<file path="config.mk">
export PLATFORM = sky130hd
export DESIGN_NAME = ccm_channel
export DESIGN_NICKNAME = d
export VERILOG_FILES = /design/src/rtl/ccm_pkg.sv /design/src/rtl/ccm_edge_sync.sv /design/src/rtl/ccm_mode_dec.sv /design/src/rtl/ccm_channel.sv
export SDC_FILE = /design/constraint.sdc
export NUM_CORES = 1
export LEC_CHECK = 0
export ABC_AREA = 0
export CAP_MARGIN = 20
export CORE_MARGIN = 3
export CORE_UTILIZATION = 30
export CTS_BUF_LIST = sky130_fd_sc_hd__clkbuf_8
export DETAILED_ROUTE_END_ITERATION = 10
export PLACE_DENSITY_LB_ADDON = 0.12
export RECOVER_POWER = 50
export SETUP_SLACK_MARGIN = 0.1
export SLEW_MARGIN = 10
export SYNTH_ARGS = -nofsm -noshare
export SYNTH_HDL_FRONTEND = slang
export SYNTH_SLANG_ARGS = --single-unit
</file>
<file path="constraint.sdc">
create_clock -name clk -period 1.95 [get_ports clk]
set_input_delay 0.2925 -clock clk [delete_from_list [all_inputs] [get_ports clk]]
set_output_delay 0.2925 -clock clk [all_outputs]
set_load 0.02 [all_outputs]
</file>
<file path="src/rtl/ccm_pkg.sv">
package ccm_pkg;
  typedef enum logic [2:0] {
    CCM_NONE = 3'd0,
    CCM_CAP  = 3'd1,
    CCM_SWT  = 3'd2,
    CCM_HSO  = 3'd3,
    CCM_FREQ = 3'd4
  } ccm_mode_e;
endpackage

</file>
<file path="src/rtl/ccm_edge_sync.sv">
module ccm_edge_sync #(
  parameter int STAGES = 2
) (
  input  logic clk,
  input  logic rst,
  input  logic pin,
  output logic rise,
  output logic fall
);
  logic [STAGES-1:0] sync_q;
  logic              prev_q;

  always_ff @(posedge clk) begin
    if (rst) begin
      sync_q <= '0;
      prev_q <= 1'b0;
    end else begin
      sync_q <= {sync_q[STAGES-2:0], pin};
      prev_q <= sync_q[STAGES-1];
    end
  end

  assign rise = sync_q[STAGES-1] & ~prev_q;
  assign fall = ~sync_q[STAGES-1] & prev_q;
endmodule

</file>
<file path="src/rtl/ccm_mode_dec.sv">
module ccm_mode_dec
  import ccm_pkg::*;
(
  input  logic      pos,
  input  logic      neg,
  input  logic      match,
  input  logic      toggle,
  input  logic      freq,
  input  logic      cmp_en,
  output ccm_mode_e mode
);
  always_comb begin
    if (pos || neg)                       mode = CCM_CAP;
    else if (!cmp_en)                     mode = CCM_NONE;
    else if (match && !toggle && !freq)   mode = CCM_SWT;
    else if (match && toggle && !freq)    mode = CCM_HSO;
    else if (!match && toggle && freq)    mode = CCM_FREQ;
    else                                  mode = CCM_NONE;
  end
endmodule

</file>
<file path="src/rtl/ccm_channel.sv">
module ccm_channel
  import ccm_pkg::*;
#(
  parameter int BW          = 8,
  parameter int SYNC_STAGES = 2
) (
  input  logic            clk,
  input  logic            rst,
  input  logic [2*BW-1:0] cnt_val,
  input  logic            cnt_adv,
  input  logic            wr_lo,
  input  logic            wr_hi,
  input  logic [BW-1:0]   wr_data,
  input  logic            mode_pos,
  input  logic            mode_neg,
  input  logic            mode_match,
  input  logic            mode_toggle,
  input  logic            mode_freq,
  input  logic            irq_en,
  input  logic            flag_clr,
  input  logic            cap_pin,
  output logic [2*BW-1:0] cc_value,
  output logic            cmp_en,
  output logic            flag,
  output logic            irq,
  output logic            out_pin
);
  localparam int CW = 2 * BW;

  logic [CW-1:0] cc_q, cc_d;
  logic          en_q, flag_q, irq_q, pin_q;
  logic          rise, fall;
  ccm_mode_e     mode_q;
  logic          hit16, hit_lo, cap_hit, set_flag, tog;

  ccm_edge_sync #(.STAGES(SYNC_STAGES)) u_sync (
    .clk (clk),
    .rst (rst),
    .pin (cap_pin),
    .rise(rise),
    .fall(fall)
  );

  ccm_mode_dec u_dec (
    .pos   (mode_pos),
    .neg   (mode_neg),
    .match (mode_match),
    .toggle(mode_toggle),
    .freq  (mode_freq),
    .cmp_en(en_q),
    .mode  (mode_q)
  );

  assign hit16    = cnt_adv && (cnt_val == cc_q);
  assign hit_lo   = cnt_adv && (cnt_val[BW-1:0] == cc_q[BW-1:0]);
  assign cap_hit  = (mode_q == CCM_CAP) &&
                    ((mode_pos && rise) || (mode_neg && fall));
  assign set_flag = cap_hit || (hit16 && (mode_q == CCM_SWT || mode_q == CCM_HSO));
  assign tog      = (hit16 && mode_q == CCM_HSO) || (hit_lo && mode_q == CCM_FREQ);

  always_comb begin
    cc_d = cc_q;
    if (cap_hit)
      cc_d = cnt_val;
    else if (hit_lo && mode_q == CCM_FREQ)
      cc_d[BW-1:0] = cc_q[BW-1:0] + cc_q[CW-1:BW];
    if (wr_lo) cc_d[BW-1:0]  = wr_data;
    if (wr_hi) cc_d[CW-1:BW] = wr_data;
  end

  always_ff @(posedge clk) begin
    if (rst) begin
      cc_q   <= '0;
      en_q   <= 1'b0;
      flag_q <= 1'b0;
      irq_q  <= 1'b0;
      pin_q  <= 1'b0;
    end else begin
      cc_q <= cc_d;
      if (wr_hi)      en_q <= 1'b1;
      else if (wr_lo) en_q <= 1'b0;
      flag_q <= set_flag || (flag_q && !flag_clr);
      irq_q  <= (set_flag || (flag_q && !flag_clr)) && irq_en;
      if (tog) pin_q <= ~pin_q;
    end
  end

  assign cc_value = cc_q;
  assign cmp_en   = en_q;
  assign flag     = flag_q;
  assign irq      = irq_q;
  assign out_pin  = pin_q;


  hi_write_enables_chk: assert property (@(posedge clk) disable iff (rst)
    wr_hi |=> cmp_en);

  lo_write_disables_chk: assert property (@(posedge clk) disable iff (rst)
    (wr_lo && !wr_hi) |=> !cmp_en);

  flag_sticky_chk: assert property (@(posedge clk) disable iff (rst)
    (flag && !flag_clr) |=> flag);

  irq_needs_flag_chk: assert property (@(posedge clk) disable iff (rst)
    irq |-> flag);

  stalled_counter_chk: assert property (@(posedge clk) disable iff (rst)
    !cnt_adv |=> $stable(out_pin));

  comparator_off_chk: assert property (@(posedge clk) disable iff (rst)
    !cmp_en |=> $stable(out_pin));

  capture_no_toggle_chk: assert property (@(posedge clk) disable iff (rst)
    (mode_pos || mode_neg) |=> $stable(out_pin));

  freq_advance_chk: assert property (@(posedge clk) disable iff (rst)
    (!mode_pos && !mode_neg && !mode_match && mode_toggle && mode_freq && cmp_en &&
     cnt_adv && cnt_val[BW-1:0] == cc_value[BW-1:0] && !wr_lo && !wr_hi)
    |=> cc_value[BW-1:0] == $past(BW'(cc_value[BW-1:0] + cc_value[CW-1:BW])));
endmodule

</file>
==> results.toml <==
[run_status]
status = "finished clean"

[worst_setup_path]
setup.worst_path.class = "in -> reg"
cpPeakStageDelay_ns = 0.45
cp.arrival_ns = 2.00
critPathMaxFanout = 6
crit_family = "simple AND/OR/NAND/NOR gates"
end_kind = "flip-flop"
crit_slowest_cell = "clkdlybuf4s50_1"
crit_required_ns = 2.11
path_buf_inv = 1
crit_chain = "clkdlybuf4s50_1, and4bb_1, nand4_4, nor4_4, nor2_4, nor4bb_1, or3_1"
startpoint_type = "input port"

[synthesis]
synth_nets = 238
syn_area_um2 = 1570
yosysWarningCount = 0
ys_seq_area_share_pct = 29.4
synth_edf_count = 0
synth_area_per_cell_um2 = 8.12
synth_cells = 193
synthDistinctLibCells = 42
synth_flop_cell = "dfxtp_1"
synth_seq_cells = 23
async_flop_share_pct = 0

[placed_design]
placed_cell_area_um2 = 2340
gp_congestion = 0.860
portBuffers = 56
post-dp-hpwl_mm = 3.75

[die]
fp.dieArea_um2 = 6130
die_h_um = 78.3
core_area_um2 = 4880
start_util_pct = 32.1
boundaryPins = 57
die_w_um = 78.3
rows = 25

[drt]
drt-total-wl_mm = 4.81
firstDrtPassIters = 4
wl_per_cell_um = 14.5
drtIter0Drc = 48
vias_per_cell = 4.89
drc = 0
vias = 1622
antenna_left = 0

[job]
maxCapViolCount = 0

[global_route]
antenna_found_initial = 0
grt_max_degree = 18
grt_pass1_wl_mm = 7.54
grt_pass1_vias = 1589
grt_overflow = 0
grtUsageTotal_pct = 15.5

[clock_network]
h-tree-depth = 1
clock_path_buffers = 2
cts_root_buf = "clkbuf_8"
insertion_delay_ns = 0.27
cts_tree = "done"
cts_sinks = 23
cts_made_buffers = 3
path_clk_slew_ns = 0.09

[timing]
hold-worst-slack_ns = 0.458
fmax_ghz = 0.543
fin_crit_ns = 1.84
setup_tns_ns = 0
setup_violations = 0
finClkSkew_ns = 0.00165
final_hold_viol_count = 0
maxSlewViolCount = 0
fin_crit_sh_pct = 94.5
relSlewSlack_pct = 57.0
worst_pin_slew_ns = 0.642
rsz0062_at_grt = "yes"

[power]
max-vdd-ir-drop_uv = 277
total_power_mw = 1.31
power_density_nw_per_um2 = 513
p_leak_nw = 1.03

[cells_and_area]
regArea_um2 = 469
fill_cells = 505
mostFrequentLayoutCells = "clkdlybuf4s50_1 (40), nor2_1 (29), dfxtp_1 (18), buf_4 (16)"
area.growth.synth_to_final_pct = 62.5
final_cell_area_um2 = 2550
drive_gt1_share_pct = 17.7
diodes = 0
multiInputGateArea_um2 = 1170
final_common_cell = "clkdlybuf4s50_1"
final_nets = 311

[min_path]
hp-class = "reg -> reg"
state kept, by name, summed over array words and instances, names as in the netlist:
name and cells:
cc_value 16, cmp_en 1, flag 1, irq 1
out_pin 1, u_sync.prev_q 1, u_sync.sync_q 2
cell type report:
cell class | count | share of cell area [%]
clock buffers | 3 | 1.62
repair buffers | 76 | 29.6
flip-flops and latches | 23 | 18.4
inverters | 7 | 1.03
well taps | 67 | 3.29
multi-input cells | 155 | 45.9
clock inverters | 1 | 0.147
metal layers:
metal / GRT usage [%] / up-vias / part of all wire, % / routed length, µm
met5: 0 / - / 0 / 0
met4: 5.59 / 0 / 1.7 / 82
met3: 2.64 / 7 / 5.4 / 261
met2: 24.3 / 44 / 44 / 2110
met1: 21.4 / 745 / 49 / 2360
li1: - / 826 / - / -
through the flow:
step | util [%] | std cells | worst slack [ns]
after floorplan | - | 193 | 0.0756
after global placement | 47.9 | 326 | -0.158
after detailed placement | 47.9 | 326 | -0.189
after CTS | 49.7 | 330 | 0.105
after global routing | 52.2 | 332 | 0.0399
final | 52.2 | 332 | 0.108
synthesized netlist by cell type, drive strengths merged, types with 3 or more instances:
| master | instances | area share, % |
|---|---|---|
| nor3 | 5 | 1.6 |
| nand3b | 3 | 1.4 |
| nor2 | 30 | 7.3 |
| mux2i | 9 | 5.7 |
| nand2 | 12 | 2.9 |
| nand2b | 4 | 1.6 |
| dfxtp | 23 | 29 |
| o21ai | 6 | 2.2 |
| nor2b | 5 | 2.0 |
| buf | 5 | 1.7 |
| xnor2 | 20 | 11 |
| a21oi | 15 | 4.8 |
| nand3 | 5 | 1.6 |
| clkbuf | 3 | 0.72 |
| inv | 7 | 1.7 |
| ha | 7 | 5.6 |
| nor4 | 4 | 2.6 |
| o211ai | 4 | 1.9 |
| or3 | 3 | 1.2 |
repair_timing:
action	4_1_cts	5_1_grt
hold buffers	0	0
pin swaps	3	21
endpoints found under the setup margin	4	9
resized for setup	8	26
cloned	0	0
setup buffers	0	2
report_power, final:
part,switching [mW],leakage (nW),internal (mW)
clock,0.173,0.0269,0.141
sequential,0.0342,0.192,0.498
combinational,0.211,0.816,0.248
total,0.418,1.03,0.888
cell families (layout without fill, tap and decap cells):
logic type | after synthesis | in the layout | synth area share, %
buffers and inverters | 15 | 87 | 4.07
XOR/XNOR | 22 | 22 | 12.3
AND/OR/NAND/NOR | 79 | 79 | 26.8
multiplexers | 9 | 9 | 5.75
adder cells (fa/ha/maj) | 8 | 8 | 6.86
AO/OA/AOI/OAI | 37 | 37 | 14.8
flip-flops | 23 | 23 | 29.4
path summary, 6_finish.rpt:
check | from | end | slack [ns] | cells after the start
max | cnt_adv | cc_value[2]$_SDFFE_PP0P_ | 0.11 | 7
min | u_sync.sync_q[0]$_SDFF_PP0_ | u_sync.sync_q[1]$_SDFF_PP0_ | 0.46 | 1
max reg2reg | cc_value[0]$_SDFFE_PP0P_ | cc_value[2]$_SDFFE_PP0P_ | 0.12 | 7
min reg2reg | u_sync.sync_q[0]$_SDFF_PP0_ | u_sync.sync_q[1]$_SDFF_PP0_ | 0.46 | 1
No activity file was read; power rests on OpenSTA's default activity.
